### src/rtl/irs_pkg.sv
package irs_pkg;

    localparam int unsigned TW = 3;

    typedef enum logic [3:0] {
        PH_IDLE = 4'd0,
        PH_NMIF = 4'd1,
        PH_ACK  = 4'd2,
        PH_OPL  = 4'd3,
        PH_OPH  = 4'd4,
        PH_SWH  = 4'd5,
        PH_SWL  = 4'd6,
        PH_TRL  = 4'd7,
        PH_TRH  = 4'd8,
        PH_FIN  = 4'd9
    } phase_t;

    typedef enum logic [2:0] {
        RT_NMI = 3'd0,
        RT_M1  = 3'd1,
        RT_M2  = 3'd2,
        RT_M0R = 3'd3,
        RT_M0C = 3'd4
    } route_t;

    localparam logic [TW-1:0] LEN_FETCH   = 3'd5;
    localparam logic [TW-1:0] LEN_ACK_M0  = 3'd6;
    localparam logic [TW-1:0] LEN_ACK_VEC = 3'd7;
    localparam logic [TW-1:0] LEN_SHORT   = 3'd3;
    localparam logic [TW-1:0] LEN_OPH     = 3'd4;

    function automatic logic [TW-1:0] phase_len(phase_t ph, route_t rt);
        logic [TW-1:0] n;
        case (ph)
            PH_NMIF: n = LEN_FETCH;
            PH_ACK:  n = (rt == RT_M0R || rt == RT_M0C) ? LEN_ACK_M0 : LEN_ACK_VEC;
            PH_OPH:  n = LEN_OPH;
            PH_OPL, PH_SWH, PH_SWL, PH_TRL, PH_TRH: n = LEN_SHORT;
            default: n = '0;
        endcase
        return n;
    endfunction

    function automatic logic phase_is_read(phase_t ph);
        return (ph == PH_NMIF) || (ph == PH_ACK) || (ph == PH_OPL) ||
               (ph == PH_OPH)  || (ph == PH_TRL) || (ph == PH_TRH);
    endfunction

    function automatic logic phase_is_write(phase_t ph);
        return (ph == PH_SWH) || (ph == PH_SWL);
    endfunction

    function automatic logic phase_runs(phase_t ph);
        return (ph != PH_IDLE) && (ph != PH_FIN);
    endfunction

endpackage

### src/rtl/irs_tstate.sv
module irs_tstate #(
    parameter int unsigned W = 3
) (
    input  logic         clk,
    input  logic         rst_n,
    input  logic         run,
    input  logic [W-1:0] len,
    output logic [W-1:0] t_state,
    output logic         last
);

    localparam logic [W-1:0] FIRST = W'(1);

    logic [W-1:0] t_q;

    always_ff @(posedge clk) begin
        if (!rst_n) begin
            t_q <= FIRST;
        end else if (!run || last) begin
            t_q <= FIRST;
        end else begin
            t_q <= t_q + FIRST;
        end
    end

    assign last    = run && (t_q == len);
    assign t_state = t_q;

    // the count stays inside 1..len while a cycle runs
    p_tstate_bound_r3: assert property (@(posedge clk) disable iff (!rst_n)
        run |-> (t_q >= FIRST) && (t_q <= len));

    // a cycle that has not reached its end advances by one
    p_tstate_step_r3: assert property (@(posedge clk) disable iff (!rst_n)
        (run && !last) |=> (t_q == $past(t_q) + FIRST));

endmodule

### src/rtl/irs_seq_fsm.sv
module irs_seq_fsm
    import irs_pkg::*;
#(
    parameter logic [7:0] CALL_OP = 8'hCD
) (
    input  logic       clk,
    input  logic       rst_n,
    input  logic       nmi_req,
    input  logic       irq_req,
    input  logic       irq_en,
    input  logic [1:0] mode,
    input  logic [7:0] data_in,
    input  logic       last,
    output phase_t     phase,
    output route_t     route,
    output logic       accept
);

    phase_t phase_q, phase_nx;
    route_t route_q, route_nx;
    logic   is_call;

    assign is_call = (data_in == CALL_OP);

    // state register
    always_ff @(posedge clk) begin
        if (!rst_n) begin
            phase_q <= PH_IDLE;
            route_q <= RT_NMI;
        end else begin
            phase_q <= phase_nx;
            route_q <= route_nx;
        end
    end

    // next-state logic
    always_comb begin
        phase_nx = phase_q;
        route_nx = route_q;
        unique case (phase_q)
            PH_IDLE: begin
                if (nmi_req) begin
                    phase_nx = PH_NMIF;
                    route_nx = RT_NMI;
                end else if (irq_req && irq_en) begin
                    phase_nx = PH_ACK;
                    if (mode[1])         route_nx = RT_M2;
                    else if (mode[0])    route_nx = RT_M1;
                    else                 route_nx = RT_M0R;
                end
            end
            PH_NMIF: if (last) phase_nx = PH_SWH;
            PH_ACK: begin
                if (last) begin
                    if (route_q == RT_M0R && is_call) begin
                        phase_nx = PH_OPL;
                        route_nx = RT_M0C;
                    end else begin
                        phase_nx = PH_SWH;
                    end
                end
            end
            PH_OPL:  if (last) phase_nx = PH_OPH;
            PH_OPH:  if (last) phase_nx = PH_SWH;
            PH_SWH:  if (last) phase_nx = PH_SWL;
            PH_SWL:  if (last) phase_nx = (route_q == RT_M2) ? PH_TRL : PH_FIN;
            PH_TRL:  if (last) phase_nx = PH_TRH;
            PH_TRH:  if (last) phase_nx = PH_FIN;
            PH_FIN:  phase_nx = PH_IDLE;
            default: phase_nx = PH_IDLE;
        endcase
    end

    // outputs
    always_comb begin
        phase  = phase_q;
        route  = route_q;
        accept = (phase_q == PH_IDLE) && (phase_nx != PH_IDLE);
    end

    // non-maskable request wins in idle
    p_nmi_first_r2: assert property (@(posedge clk) disable iff (!rst_n)
        (phase_q == PH_IDLE && nmi_req) |=> (phase_q == PH_NMIF));

    // maskable request without enable leaves the block idle
    p_irq_gated_r2: assert property (@(posedge clk) disable iff (!rst_n)
        (phase_q == PH_IDLE && !nmi_req && !irq_en) |=> (phase_q == PH_IDLE));

    // the route chosen at acceptance is not disturbed mid-series
    p_route_fixed_r2: assert property (@(posedge clk) disable iff (!rst_n)
        (phase_q != PH_IDLE && phase_q != PH_ACK) |=> $stable(route_q));

    // the low stack write always follows the high one
    p_swh_then_swl_r9: assert property (@(posedge clk) disable iff (!rst_n)
        (phase_q == PH_SWH && last) |=> (phase_q == PH_SWL));

endmodule

### src/rtl/irs_bus_unit.sv
module irs_bus_unit
    import irs_pkg::*;
#(
    parameter int unsigned  AW       = 16,
    parameter int unsigned  DW       = 8,
    parameter logic [15:0]  NMI_PC   = 16'h0066,
    parameter logic [15:0]  FIX_PC   = 16'h0038,
    parameter logic [7:0]   RST_MASK = 8'h38
) (
    input  logic          clk,
    input  logic          rst_n,
    input  logic          accept,
    input  phase_t        phase,
    input  route_t        route,
    input  logic          last,
    input  logic [AW-1:0] pc_in,
    input  logic [AW-1:0] sp_in,
    input  logic [DW-1:0] vec_in,
    input  logic [DW-1:0] data_in,
    output logic [AW-1:0] addr,
    output logic [DW-1:0] wdata,
    output logic          rd,
    output logic          wr,
    output logic [AW-1:0] new_pc,
    output logic [AW-1:0] new_sp
);

    localparam logic [AW-1:0] ONE   = AW'(1);
    localparam logic [AW-1:0] TWO   = AW'(2);
    localparam logic [DW-1:0] EVEN  = ~(DW'(1));

    logic [AW-1:0] pc_q, sp_q, npc_q, nsp_q, tbl_addr;
    logic [DW-1:0] vec_q, ack_q, lo_q, hi_q;
    logic [AW-1:0] pc_pick;

    // latch context at acceptance, capture read bytes on the last T-state
    always_ff @(posedge clk) begin
        if (!rst_n) begin
            pc_q  <= '0;
            sp_q  <= '0;
            vec_q <= '0;
            ack_q <= '0;
            lo_q  <= '0;
            hi_q  <= '0;
        end else begin
            if (accept) begin
                pc_q  <= pc_in;
                sp_q  <= sp_in;
                vec_q <= vec_in;
            end
            if (last) begin
                unique case (phase)
                    PH_ACK:          ack_q <= data_in;
                    PH_OPL, PH_TRL:  lo_q  <= data_in;
                    PH_OPH, PH_TRH:  hi_q  <= data_in;
                    default: ;
                endcase
            end
        end
    end

    assign tbl_addr = {vec_q, ack_q & EVEN};

    always_comb begin
        unique case (route)
            RT_NMI:  pc_pick = NMI_PC;
            RT_M1:   pc_pick = FIX_PC;
            RT_M0R:  pc_pick = AW'(ack_q & RST_MASK);
            default: pc_pick = {hi_q, lo_q};
        endcase
    end

    always_ff @(posedge clk) begin
        if (!rst_n) begin
            npc_q <= '0;
            nsp_q <= '0;
        end else if (phase == PH_FIN) begin
            npc_q <= pc_pick;
            nsp_q <= sp_q - TWO;
        end
    end

    // bus drive per phase
    always_comb begin
        addr  = '0;
        wdata = '0;
        unique case (phase)
            PH_NMIF, PH_ACK, PH_OPL, PH_OPH: addr = pc_q;
            PH_SWH: begin
                addr  = sp_q - ONE;
                wdata = pc_q[AW-1:DW];
            end
            PH_SWL: begin
                addr  = sp_q - TWO;
                wdata = pc_q[DW-1:0];
            end
            PH_TRL:  addr = tbl_addr;
            PH_TRH:  addr = tbl_addr | ONE;
            default: ;
        endcase
        rd = phase_is_read(phase);
        wr = phase_is_write(phase);
    end

    assign new_pc = npc_q;
    assign new_sp = nsp_q;

    // strobes are never both high
    p_rdwr_excl_r10: assert property (@(posedge clk) disable iff (!rst_n)
        !(rd && wr));

    // the second push lands one below the first
    p_sp_step_r9: assert property (@(posedge clk) disable iff (!rst_n)
        (phase == PH_SWL && $past(phase) == PH_SWH) |-> (addr == $past(addr) - ONE));

    // the high table byte is read one above the low one
    p_tbl_pair_r6: assert property (@(posedge clk) disable iff (!rst_n)
        (phase == PH_TRH && $past(phase) == PH_TRL) |-> (addr == $past(addr) + ONE));

    // results only change when a series completes
    p_result_hold_r11: assert property (@(posedge clk) disable iff (!rst_n)
        (phase != PH_FIN) |=> $stable(npc_q));

endmodule

### src/rtl/irs_top.sv
module irs_top
    import irs_pkg::*;
#(
    parameter int unsigned AW       = 16,
    parameter int unsigned DW       = 8,
    parameter logic [15:0] NMI_PC   = 16'h0066,
    parameter logic [15:0] FIX_PC   = 16'h0038,
    parameter logic [7:0]  CALL_OP  = 8'hCD,
    parameter logic [7:0]  RST_MASK = 8'h38
) (
    input  logic          clk,
    input  logic          rst_n,
    input  logic          nmi_req,
    input  logic          irq_req,
    input  logic          irq_en,
    input  logic [1:0]    irq_mode,
    input  logic [DW-1:0] vec_reg,
    input  logic [AW-1:0] pc_in,
    input  logic [AW-1:0] sp_in,
    input  logic [DW-1:0] data_in,
    output logic          busy,
    output logic [3:0]    cyc_kind,
    output logic [TW-1:0] t_state,
    output logic [TW-1:0] t_len,
    output logic [AW-1:0] addr,
    output logic [DW-1:0] wdata,
    output logic          rd,
    output logic          wr,
    output logic          done,
    output logic [AW-1:0] new_pc,
    output logic [AW-1:0] new_sp
);

    phase_t        phase;
    route_t        route;
    logic          accept, last, run, done_q;
    logic [TW-1:0] len, t_raw;

    assign run = phase_runs(phase);
    assign len = phase_len(phase, route);

    irs_seq_fsm #(.CALL_OP(CALL_OP)) u_fsm (
        .clk     (clk),
        .rst_n   (rst_n),
        .nmi_req (nmi_req),
        .irq_req (irq_req),
        .irq_en  (irq_en),
        .mode    (irq_mode),
        .data_in (data_in),
        .last    (last),
        .phase   (phase),
        .route   (route),
        .accept  (accept)
    );

    irs_tstate #(.W(TW)) u_tcnt (
        .clk     (clk),
        .rst_n   (rst_n),
        .run     (run),
        .len     (len),
        .t_state (t_raw),
        .last    (last)
    );

    irs_bus_unit #(
        .AW       (AW),
        .DW       (DW),
        .NMI_PC   (NMI_PC),
        .FIX_PC   (FIX_PC),
        .RST_MASK (RST_MASK)
    ) u_bus (
        .clk     (clk),
        .rst_n   (rst_n),
        .accept  (accept),
        .phase   (phase),
        .route   (route),
        .last    (last),
        .pc_in   (pc_in),
        .sp_in   (sp_in),
        .vec_in  (vec_reg),
        .data_in (data_in),
        .addr    (addr),
        .wdata   (wdata),
        .rd      (rd),
        .wr      (wr),
        .new_pc  (new_pc),
        .new_sp  (new_sp)
    );

    always_ff @(posedge clk) begin
        if (!rst_n) done_q <= 1'b0;
        else        done_q <= (phase == PH_FIN);
    end

    assign busy     = (phase != PH_IDLE);
    assign cyc_kind = phase;
    assign t_state  = run ? t_raw : '0;
    assign t_len    = len;
    assign done     = done_q;

    // nothing is strobed while idle
    p_idle_quiet_r1: assert property (@(posedge clk) disable iff (!rst_n)
        !busy |-> (!rd && !wr));

    // the completion pulse arrives with the sequencer back in idle
    p_done_idle_r11: assert property (@(posedge clk) disable iff (!rst_n)
        done |-> (cyc_kind == 4'd0));

    // completion is a single-clock pulse
    p_done_single_r11: assert property (@(posedge clk) disable iff (!rst_n)
        done |=> !done);

endmodule

### config.mk
export PLATFORM = sky130hd
export DESIGN_NAME = irs_top
export DESIGN_NICKNAME = d
export VERILOG_FILES = /design/src/rtl/irs_pkg.sv /design/src/rtl/irs_tstate.sv /design/src/rtl/irs_seq_fsm.sv /design/src/rtl/irs_bus_unit.sv /design/src/rtl/irs_top.sv
export SDC_FILE = /design/constraint.sdc
export NUM_CORES = 1
export LEC_CHECK = 0
export BUFFER_PORTS_ARGS = -buffer_cell sky130_fd_sc_hd__buf_4
export CORE_ASPECT_RATIO = 0.6
export CORE_MARGIN = 3
export CORE_UTILIZATION = 37
export CTS_CLUSTER_SIZE = 28
export DETAILED_ROUTE_END_ITERATION = 16
export HOLD_SLACK_MARGIN = 0.15
export MAX_ROUTING_LAYER = met4
export PLACE_DENSITY_LB_ADDON = 0.25
export SLEW_MARGIN = 0
export SYNTH_ARGS = -nofsm -noshare
export SYNTH_HDL_FRONTEND = slang
export SYNTH_SLANG_ARGS = --single-unit
### constraint.sdc
create_clock -name clk -period 2.8 [get_ports clk]
set_clock_uncertainty 0.2 [all_clocks]
set_input_delay 0.42 -clock clk [delete_from_list [all_inputs] [get_ports clk]]
set_output_delay 0.42 -clock clk [all_outputs]
set_load 0.02 [all_outputs]
**Word-level counts from Yosys, hierarchy flattened**

Index checks and enable logic that the tools add are counted.

- Flip-flop bits (word level): 107
- Input port bits: 55
- Output and inout bits: 70
- Logic and storage cells: 89

- $add $sub $neg: 3
- Equal/unequal tests: 19
- Multiplexer cells: 25
- Bitwise operators: 1
- Reduce and logical (&&, ||, !) cells: 29

Operators by type and width:

| operator | count |
|---|---|
| $pmux 16 s5 | 1 |
| $pmux 16 s3 | 1 |
| $mux 4 | 10 |
| $pmux 4 s8 | 1 |
| $mux 3 | 7 |
| $eq 4x3->1 const B | 4 |
| $pmux 8 s2 | 1 |
| $sub 16x1->16 const B | 1 |
| $sub 16x2->16 const B | 1 |
| $pmux 3 s4 | 1 |
| $eq 4x2->1 const B | 2 |
| $eq 4x4->1 const B | 2 |
| $eq 8x8->1 const B | 1 |
| $logic_or 1x1->1 | 8 |
| $reduce_bool 4->1 | 2 |
| $reduce_or 2->1 | 4 |
| $eq 3x2->1 const B | 2 |
| $pmux 3 s2 | 1 |
| $reduce_and 2->1 | 3 |
| $logic_and 1x1->1 | 5 |
| $reduce_or 5->1 | 1 |
| $eq 4x1->1 const B | 1 |
| $logic_not 4->1 | 1 |
| $ne 2x2->1 const B | 2 |
| 14 further kinds | 14 |

**Depth between registers and ports, before layout**

Gate-level depths: netlist (run 1).

- Depth after elaboration: 10
- Depth in mapped cells: 12
- Mapped depth without buffers: 9

**Modules after synthesis**

A second synthesis (run 1) with hierarchy kept.

- Cell total of the unflattened synthesis: 590
- Area, all modules: 5,302.6 µm²

Modules (own cells, without submodules):

| module | instances | cells each | area an instance (µm²) | seq. area each (µm²) |
|---|---|---|---|---|
| irs_bus_unit | 1 | 498 | 4,526.8 | 1,901.8 |
| irs_seq_fsm | 1 | 55 | 465.4 | 140.1 |
| irs_tstate | 1 | 15 | 160.2 | 60.1 |
| irs_top | 1 | 22 | 150.1 | 20.0 |

**Least setup slack after synthesis (run 1)**

OpenSTA, ideal clock, no wires.

- Path type: register to output
- Start: register u_bus.sp_q[1]
- End: output port addr[13]
- Arrival time: 2.450 ns
- Data required time: 2.180 ns
- Path slack: -0.270 ns
- Cell stages (with the launch flop): 10
- Buffers on the path: 0
- Cells stage by stage: dfxtp_1 > inv_1 > ha_1 > nor3b_1 > nand3_1 > or3_1 > nor3_1 > a21oi_1 > a311oi_1 > a221o_1

- Word-level cells in the longest chain between the ends: 2
- Elaborated cells on any way between the ends: 3
- Classes of those cells: add/sub: 2; mux: 1

Ends and longest elaborated chain:

| what | RTL line | source |
|---|---|---|
| start, declared | irs_bus_unit.sv:32 | `logic [AW-1:0] pc_q, sp_q, npc_q, nsp_q, tbl_addr;` |
| start signal, assigned | irs_bus_unit.sv:48 | `sp_q <= sp_in;` |
| $sub 16x2->16 or $sub 16x1->16 (tied branches) | irs_bus_unit.sv:94, irs_bus_unit.sv:90 |  |
| $pmux 16 s5 * | irs_bus_unit.sv:87 | `unique case (phase)` |
| end, declared | irs_top.sv:25 | `output logic [AW-1:0] addr,` |

Every way passes the cells marked *; elsewhere a longest branch is shown, timed or not.

**Worst setup path after layout (run 1)**

- Start: register u_bus.sp_q[1]
- End: output port addr[15]

Same word-level chain as after synthesis.

==> out/qor.csv, run 1 <==
stage,metric,value,unit
status,status,finished with violations,
status,failing checks,negative setup slack,
detailed_routing,met1 WL,10200,um
final_layout,Nets,947,
final_layout,Reg area,2140,um2
sta,post-route clock period utilization,114,%
grt,total gr overflow,0,
floorplanning,area of the core,14100,um2
placed_design,Post-DP HPWL,14100,um
floorplanning,Rows,33,
floorplanning,Starting Density,39.0,%
final_layout,"commonest non-fill, non-tap cell in the layout",buf_4,
worst_setup_path,Stages on worst setup path,10,
sta,Slew headroom,58.3,%
sta,Peak Freq,314,MHz
detailed_routing,routed vias/inst,5.36,
floorplanning,Die X,164,um
synth,syn_nets,710,
detailed_routing,Pre-antenna DRT Iters,6,
detailed_routing,initial detailed-routing violation count,497,
final_layout,fillers,1233,
run,total of max-cap violations,0,
clocking,CTS Buffer Depth,2,
worst_setup_path,Critical Path Max Stage Delay,0.38,ns
grt,first-pass GRT wire length,30400,um
placed_design,GP Congestion,0.965,
final_layout,Inserted Diodes,0,
floorplanning,die height,101,um
worst_setup_path,WS Path Type,reg -> out,
detailed_routing,Met3 Wirelength,1610,um
synth,syn avg cell area,8.46,um2
synth,"Seq/Total Area, Yosys",38.5,%
final_layout,multi-input combinational cell area,3410,um2
clocking,CTS root buffer,clkbuf_16,
floorplanning,I/O Pins,125,
floorplanning,full die area,16400,um2
sta,setup TNS,-2.99,ns
power_and_ir_drop,Worst VDD drop,547,uV
clocking,"CTS clk-pin slew, worst paths",0.08,ns
sta,RSZ-0062 raised after global routing,true,
worst_setup_path,CP cell instances,inv_2 > ha_4 > nor3b_4 > nand3_2 > or3_4 > nand2b_4 > or3_4 > a21oi_2 > a221o_1 > buf_6,
synth,number of synthesized flops with an enable pin,0,
detailed_routing,Max Used Layer,met4,
sta,actual slew at the worst max-slew pin,0.625,ns
clocking,Clock Latency Late Sink,0.35,ns
final_layout,synthesis-to-layout area growth,55.7,%
final_layout,"commonest cells after routing, fill and taps aside","buf_4, nand2_1, dfxtp_1",
power_and_ir_drop,leakage,0.00376,uW
worst_setup_path,Worst setup SP type,flop,
sta,Setup WS post-layout,-0.380,ns
synth,Syn Inst Count,651,
synth,Main synth FF type,dfxtp_1,
detailed_routing,WL final,20100,um
synth,Synth cell types,66,
grt,initial antenna violation count,0,
detailed_routing,routed wl met2,8130,um
clocking,CTS Sinks,106,
synth,Post-Syn Area,5510,um2
detailed_routing,WL per Instance,18.5,um
final_layout,final core utilization,60.8,%
final_layout,share of cells above drive strength 1,37.4,%
worst_setup_path,FF-to-FF path depth,10,
worst_setup_path,endpoint type of the worst setup path,primary output,
synth,"FF+latch count, synth",106,
worst_setup_path,Crit path required time,2.18,ns
sta,Final min period,3.18,ns
clocking,TritonCTS buffer count,9,
sta,setup violators final,49,
sta,Final Hold Fails,0,
synth,YS warnings,0,
placed_design,IO buf count,124,
placed_design,pre-CTS setup slack,-0.269,ns
worst_setup_path,Buf/Inv on CP,2,
worst_setup_path,largest fanout on the critical path,4,
detailed_routing,drt drc,0,
detailed_routing,Final ANT Viol Nets,0,
worst_setup_path,"Slowest-stage cell, CP",or3_4,
worst_setup_path,WP data arrival,2.56,ns
sta,Slew Limit Fails,0,
grt,vias in the first global route,5474,
detailed_routing,vias post-DR,5813,
worst_setup_path,"most used cell, CP",or3_4,
grt,largest net degree at the start of global routing,63,
clocking,TritonCTS clock tree,done,
grt,GRT Resource Usage Total,24.5,%
min_path,WHS Path Cells,3,
min_path,Hold Crit Class,in -> reg,
power_and_ir_drop,PwrDens,1170,nW/um2
worst_setup_path,kind of cell adding the most delay to the critical path,simple AND/OR/NAND/NOR gates,
clocking,H-tree levels,3,
synth,share of synthesized registers carrying an async set or reset,0,%
==> cells by family (layout without fill, tap and decap cells) <==
| kind of cell | Yosys count | count (layout) | share of synthesized area, % |
|---|---|---|---|
| xor gates and xnor gates | 22 | 22 | 3.50 |
| and+or+nand+nor | 259 | 259 | 21.8 |
| muxes | 65 | 65 | 11.8 |
| AOI/OAI and AO/OA | 126 | 126 | 16.8 |
| buffers and inverters | 68 | 310 | 6.43 |
| DFF | 106 | 106 | 38.5 |
| adders and majority gates | 5 | 5 | 1.09 |
==> registers in the layout, summed over array words and instances, names as in the netlist, 3 cells and up <==
name            flops
u_bus.new_pc       16
u_bus.new_sp       16
u_bus.pc_q         16
u_bus.sp_q         16
u_bus.hi_q          8
u_bus.lo_q          8
u_bus.vec_q         8
u_bus.ack_q         7
u_fsm.phase         4
u_fsm.route         3
u_tcnt.t_state      3
==> power breakdown <==
group	internal [uW]	leakage [uW]	switching (uW)	total [uW]
logic	3300	0.00276	3170	6470
registers	1860	0.000866	449	2310
clock network	626	0.000134	639	1260
==> tightest hold or removal path, stage by stage <==
cell and delay, ns:
buf_4 0.11, nand2_1 0.07, mux2i_1 0.07
==> Yosys cell counts (4+ instances only) <==
library cell,count,area [um2]
nand2_1,105,394
o21ai_0,20,100
a211oi_1,14,105
nor3_1,11,55.1
nand4_1,4,25.0
a22oi_1,13,97.6
a22o_1,9,78.8
xnor2_1,10,87.6
xor2_1,12,105
inv_1,13,48.8
buf_2,6,30.0
nor4_1,7,43.8
nor3b_1,5,37.5
nand3_1,4,20.0
ha_1,4,50.1
or3_1,7,43.8
clkbuf_1,36,135
a21oi_1,21,105
a221o_1,7,70.1
nand2b_1,6,37.5
mux2i_1,65,651
and3_1,5,31.3
dfxtp_1,106,2120
a222oi_1,4,40.0
buf_1,4,15.0
nor2_1,85,319
buf_12,4,80.1
o211ai_1,5,37.5
o22ai_1,6,37.5
==> through the flow <==
step           hold slack, ns  total power, uW  cell area, um2  cells
3_5_place_dp            0.242             7140            7110    994
3_3_place_gp            0.244             7100            7110    994
4_1_cts                 0.153             9340            8240   1071
2_1_floorplan           0.212             5280            5550    651
5_1_grt                 0.164            10500            8580   1085
6_report                0.162            10000            8580   1085
==> layout make-up <==
type / instances / area share, %
repair buffers: 280 / 28.6
multi-input cells: 477 / 39.7
clock inverters: 6 / 0.700
inverters: 14 / 0.656
well taps: 192 / 2.80
flip-flops and latches: 106 / 24.9
clock buffers: 10 / 2.67
==> per-layer routing <==
metal  global-route usage [%]  up-vias
met3                     4.72       12
met5                        -        -
li1                         -     2782
met1                     37.1     2777
met4                     4.09        0
met2                     33.9      242
==> what timing repair did <==
action	in CTS	in global routing
setup endpoints to repair	67	58
hold buffers	38	0
resized for setup	60	45
cloned	3	2
setup buffers	24	15
pin swaps	18	20
endpoints found under the hold margin	42	0
==> path summary, 6_finish.rpt <==
| check | startpoint | to | slack, ns |
|---|---|---|---|
| hold / removal | pc_in[5] | u_bus.pc_q[5] | 0.16 |
| setup reg to reg | u_fsm.phase[0] | u_bus.sp_q[8] | -0.07 |
| hold reg to reg | u_tcnt.t_state[0] | u_tcnt.t_state[0] | 0.27 |
| setup / recovery | u_bus.sp_q[1] | addr[15] | -0.38 |
Note: power is estimated with default switching activity, not from simulation.
==> inputs of run 2 (changes only) <==
CORE_UTILIZATION = 49   (was 37)
==> out/qor.csv, run 2 (synthesis results as in run 1) <==
stage,metric,value,unit,change
status,status,finished with violations,,
status,failing checks,negative setup slack,,
clocking,CTS Sinks,106,,unchanged
placed_design,IO buf count,124,,unchanged
final_layout,Reg area,2150,um2,+0.35%
final_layout,synthesis-to-layout area growth,59.1,%,
final_layout,share of cells above drive strength 1,38.7,%,+1.3 points
grt,vias in the first global route,5676,,+3.7%
detailed_routing,Final ANT Viol Nets,0,,unchanged
detailed_routing,vias post-DR,6120,,+5.3%
worst_setup_path,largest fanout on the critical path,4,,unchanged
floorplanning,Rows,29,,-12%
placed_design,Post-Place Cell Area,7010,um2,-1.5%
clocking,H-tree levels,3,,unchanged
worst_setup_path,WP data arrival,2.57,ns,about the same
sta,post-route clock period utilization,114,%,+0.19 points
power_and_ir_drop,Worst VDD drop,1100,uV,+100%
grt,total gr overflow,0,,unchanged
grt,GRT Resource Usage Total,32.6,%,+8.1 points
detailed_routing,Pre-antenna DRT Iters,8,,+2
final_layout,Nets,956,,+0.95%
run,total of max-cap violations,0,,unchanged
floorplanning,I/O Pins,125,,unchanged
sta,Final min period,3.19,ns,+0.00541 ns
floorplanning,area of the core,10800,um2,-24%
worst_setup_path,endpoint type of the worst setup path,primary output,,
worst_setup_path,Crit path required time,2.18,ns,about the same
sta,Final Hold Fails,0,,unchanged
clocking,"CTS clk-pin slew, worst paths",0.08,ns,about the same
clocking,TritonCTS buffer count,9,,unchanged
final_layout,"commonest non-fill, non-tap cell in the layout",buf_4,,
sta,Slew Limit Fails,0,,unchanged
sta,Setup WS post-layout,-0.385,ns,-0.00541 ns
power_and_ir_drop,Tot Pwr,10700,uW,+6.8%
detailed_routing,initial detailed-routing violation count,761,,+53%
worst_setup_path,FF-to-FF path depth,13,,+3
detailed_routing,WL per Instance,20.3,um,+9.7%
worst_setup_path,WS Path Type,reg -> out,,
worst_setup_path,Crit. Startpoint,u_bus.sp_q[1],,
worst_setup_path,Reg2Reg Setup Slack,-0.27,ns,-0.20 ns
min_path,HP Start,data_in[4],,
grt,largest net degree at the start of global routing,51,,-19%
sta,Peak Freq,314,MHz,-0.17%
floorplanning,Starting Density,51.1,%,+12 points
grt,first-pass GRT wire length,30900,um,+1.5%
clocking,Clock Latency Late Sink,0.35,ns,about the same
final_layout,Layout Cells excl Fill,1041,,-4.1%
final_layout,multi-input combinational cell area,3530,um2,+3.7%
floorplanning,full die area,12600,um2,-23%
worst_setup_path,end of the worst register-to-register path,u_bus.pc_q[14],,
clocking,CTS root buffer,clkbuf_16,,
grt,initial antenna violation count,0,,unchanged
worst_setup_path,Worst setup SP type,flop,,
floorplanning,Die X,143,um,-13%
detailed_routing,routed vias/inst,5.88,,+9.7%
sta,actual slew at the worst max-slew pin,0.600,ns,-0.0249 ns
final_layout,"commonest cells after routing, fill and taps aside","buf_4, nand2_1, dfxtp_1",,
sta,RSZ-0062 raised after global routing,true,,
final_layout,fillers,627,,-49%
worst_setup_path,FF-to-FF Start,u_fsm.phase[0],,
placed_design,Post-DP HPWL,13400,um,-4.6%
placed_design,Inst Count DP,936,,-5.8%
power_and_ir_drop,PwrDens,1220,nW/um2,+4.5%
placed_design,GP Congestion,0.965,,about the same
clocking,TritonCTS clock tree,done,,
detailed_routing,WL final,21100,um,+5.3%
final_layout,Inserted Diodes,0,,unchanged
min_path,WHS Endpoint,u_bus.hi_q[4],,
floorplanning,die height,88.1,um,-12%
sta,Slew headroom,59.6,%,+1.3 points
power_and_ir_drop,leakage,0.00386,uW,+2.7%
sta,setup violators final,62,,+27%
detailed_routing,drt drc,0,,unchanged
min_path,WHS Path Cells,3,,unchanged
placed_design,pre-CTS setup slack,-0.219,ns,+0.0498 ns
clocking,CTS Buffer Depth,2,,unchanged
min_path,Hold Crit Class,in -> reg,,
final_layout,design area,8770,um2,+2.2%
[run 2: changes by cell type in the layout (fill, tap and decap cells not counted), moves of 3 or more]
cell / change
buf_4: -7
buf_6: +11
buf_8: +3
dfxtp_2: -3
dfxtp_4: +3
nand2_1: -4
nand2_2: +3
[run 2: routing by layer]
layer  share of wire [%]  routed length, um  up-vias  GRT usage [%]
met4                 1.7                368        0           6.90
li1                    -                  -     2800              -
met2                  43               9120      351           45.9
met5                   0                  0        -              -
met3                  11               2340       49           8.46
met1                  44               9290     2920           46.8
[run 2: worst max-delay path: stages, from the launching register on]
cell and delay (ns):
dfxtp_2 0.34, inv_4 0.07, ha_4 0.13, nor3b_4 0.19, nand3_2 0.11, or3_4 0.39, nor3_2 0.18, a21oi_1 0.12
a311oi_2 0.33, a221o_1 0.21, buf_4 0.15
[run 2: where the power goes]
| part | internal (uW) | total [uW] | switching, uW |
|---|---|---|---|
| clock network | 627 | 1260 | 635 |
| logic | 3530 | 7090 | 3560 |
| registers | 1880 | 2380 | 506 |
| total | 6040 | 10700 | 4700 |
[run 2: area by class of cell]
type	count	area share, %
clock buffers	10	2.61
clock inverters	6	0.685
inverters	14	0.685
multi-input cells	478	40.3
flip-flops and latches	106	24.5
well taps	139	1.98
repair buffers	288	29.3
[run 2: worst max path at each step]
stage	to	slack, ns	cells after the start
floorplan	addr[13]	-0.03	9
global placement	u_bus.sp_q[3]	-0.17	9
detailed placement	u_bus.sp_q[3]	-0.22	9
CTS	addr[15]	-0.41	10
global route	addr[13]	-0.54	10
finish	addr[13]	-0.39	10
[run 2: through the flow]
stage / util (%) / hold slack [ns] / TNS, ns
6_report: 81.4 / 0.162 / -10.79
5_1_grt: 81.4 / 0.158 / -14.95
4_1_cts: 77.5 / 0.150 / -5.52
3_5_place_dp: 65.0 / 0.251 / -9.10
3_3_place_gp: 65.0 / 0.248 / -6.54
2_1_floorplan: - / 0.212 / -0.0318
[run 2: repair_timing]
item                                   CTS  global route
endpoints found under the hold margin   41             0
gates cloned                             5             1
pin swaps                               18            31
buffers inserted                        25            27
hold buffers                            39             0
setup endpoints to repair               60            66
resized for setup                       82            63
==> inputs of run 3 (changes only) <==
CTS_BUF_LIST = sky130_fd_sc_hd__clkbuf_16   (was default)
==> out/qor.csv, run 3 (synthesis results as in run 1) <==
stage,metric,value,unit,change
status,status,finished with violations,,
status,failing checks,negative setup slack,,
detailed_routing,WL per Instance,20.3,um,+0.20%
sta,Slew headroom,60.3,%,+0.67 points
worst_setup_path,endpoint type of the worst setup path,primary output,,
min_path,Hold Crit Class,in -> reg,,
floorplanning,full die area,12600,um2,unchanged
floorplanning,I/O Pins,125,,unchanged
detailed_routing,drt drc,0,,unchanged
sta,Final Hold Fails,0,,unchanged
clocking,CTS Buffer Depth,2,,unchanged
power_and_ir_drop,leakage,0.00386,uW,+0.11%
run,total of max-cap violations,0,,unchanged
grt,total gr overflow,0,,unchanged
placed_design,Post-DP HPWL,13400,um,unchanged
detailed_routing,routed vias/inst,5.91,,+0.56%
final_layout,"commonest non-fill, non-tap cell in the layout",buf_4,,
sta,setup violators final,62,,unchanged
sta,Final min period,3.18,ns,-0.00696 ns
grt,initial antenna violation count,0,,unchanged
final_layout,"commonest cells after routing, fill and taps aside","buf_4, nand2_1, dfxtp_1",,
power_and_ir_drop,NetSw,4690,uW,-0.18%
grt,first-pass GRT wire length,30900,um,unchanged
worst_setup_path,WP data arrival,2.56,ns,about the same
grt,GRT Resource Usage Total,32.6,%,unchanged
floorplanning,Rows,29,,unchanged
sta,actual slew at the worst max-slew pin,0.590,ns,-0.00991 ns
sta,Peak Freq,315,MHz,+0.22%
power_and_ir_drop,PwrDens,1220,nW/um2,-0.11%
power_and_ir_drop,Pint,6030,uW,about the same
worst_setup_path,Crit path required time,2.18,ns,about the same
sta,RSZ-0062 raised after global routing,true,,
worst_setup_path,largest fanout on the critical path,4,,unchanged
power_and_ir_drop,clock power share,11.7,%,about the same
final_layout,Nets,956,,unchanged
detailed_routing,Pre-antenna DRT Iters,7,,-1
sta,setup TNS,-10.69,ns,+0.0969 ns
power_and_ir_drop,share of total power in sequential cells,22.2,%,about the same
sta,Setup WS post-layout,-0.378,ns,+0.00696 ns
detailed_routing,vias post-DR,6154,,+0.56%
floorplanning,die height,88.1,um,unchanged
final_layout,share of cells above drive strength 1,38.7,%,unchanged
power_and_ir_drop,Worst VDD drop,1090,uV,-0.43%
worst_setup_path,WS Path Type,reg -> out,,
clocking,CTS root buffer,clkbuf_16,,
clocking,Clock Latency Late Sink,0.35,ns,about the same
floorplanning,Die X,143,um,unchanged
final_layout,design area,8770,um2,unchanged
grt,vias in the first global route,5676,,unchanged
clocking,TritonCTS clock tree,done,,
placed_design,GP Congestion,0.965,,unchanged
sta,Slew Limit Fails,0,,unchanged
placed_design,IO buf count,124,,unchanged
floorplanning,Starting Density,51.1,%,unchanged
detailed_routing,initial detailed-routing violation count,717,,-5.8%
worst_setup_path,Worst setup SP type,flop,,
clocking,CTS Sinks,106,,unchanged
grt,largest net degree at the start of global routing,51,,unchanged
sta,post-route clock period utilization,114,%,-0.25 points
floorplanning,area of the core,10800,um2,unchanged
clocking,"CTS clk-pin slew, worst paths",0.08,ns,about the same
placed_design,pre-CTS setup slack,-0.219,ns,unchanged
detailed_routing,WL final,21200,um,+0.20%
power_and_ir_drop,Comb pwr share,66.1,%,about the same
clocking,H-tree levels,3,,unchanged
detailed_routing,Final ANT Viol Nets,0,,unchanged
power_and_ir_drop,switching share of power,43.7,%,about the same
final_layout,Inserted Diodes,0,,unchanged
final_layout,synthesis-to-layout area growth,59.1,%,unchanged
clocking,TritonCTS buffer count,9,,unchanged
placed_design,Post-Place Cell Area,7010,um2,unchanged
[run 3: timing repair]
item,CTS,global route
pin swaps,18,31
buffers inserted,25,27
endpoints found under the hold margin,41,0
hold buffers,39,0
setup endpoints to repair,60,66
gates cloned,5,1
resized for setup,82,63
[run 3: stage by stage]
step	hold slack, ns	utilization, %	power, uW	cells
after global routing	0.158	81.4	11100	1041
after CTS	0.150	77.5	9750	1021
after floorplan	0.212	-	5280	651
final	0.163	81.4	10700	1041
after global placement	0.248	65.0	6990	936
after detailed placement	0.251	65.0	7050	936
[run 3: path summary, 6_finish.rpt]
check	endpoint	startpoint	cells past startpoint	slack [ns]
worst min-delay path	u_bus.hi_q[4]	data_in[4]	3	0.16
worst max register to register	u_bus.pc_q[14]	u_fsm.phase[0]	13	-0.27
worst max-delay path	addr[13]	u_bus.sp_q[1]	10	-0.38
worst min register to register	u_bus.vec_q[3]	u_bus.vec_q[3]	2	0.26
[run 3: critical path: stages (launching register included)]
cell	delay (ns)
dfxtp_2	0.34
inv_4	0.07
ha_4	0.13
nor3b_4	0.19
nand3_2	0.11
or3_4	0.39
nor3_2	0.17
a21oi_1	0.12
a311oi_2	0.34
a221o_1	0.21
buf_4	0.15
[run 3: metal layers]
metal	GRT usage (%)	up-vias	part of all wire (%)
met5	-	-	0
met1	46.8	2936	44
met3	8.46	51	11
met4	6.90	0	1.8
met2	45.9	371	43
li1	-	2796	-
[run 3: power groups by stage]
| stage | Combinational [uW] | Clock (uW) | Sequential (uW) |
|---|---|---|---|
| after floorplan | 3170 | 0 | 2110 |
| after global placement | 4700 | 0 | 2290 |
| after detailed placement | 4750 | 0 | 2300 |
| after CTS | 6170 | 1270 | 2310 |
| after global routing | 7380 | 1330 | 2400 |
| final | 7090 | 1260 | 2380 |
[run 3: final cells by class]
class / count / area, um2
multi-input combinational: 478 / 3530
timing repair buffer: 288 / 2570
sequential: 106 / 2150
fill: 627 / 2010
clock buffer: 9 / 225
tap: 139 / 174
clock inverter: 7 / 63.8
inverter: 14 / 60.1
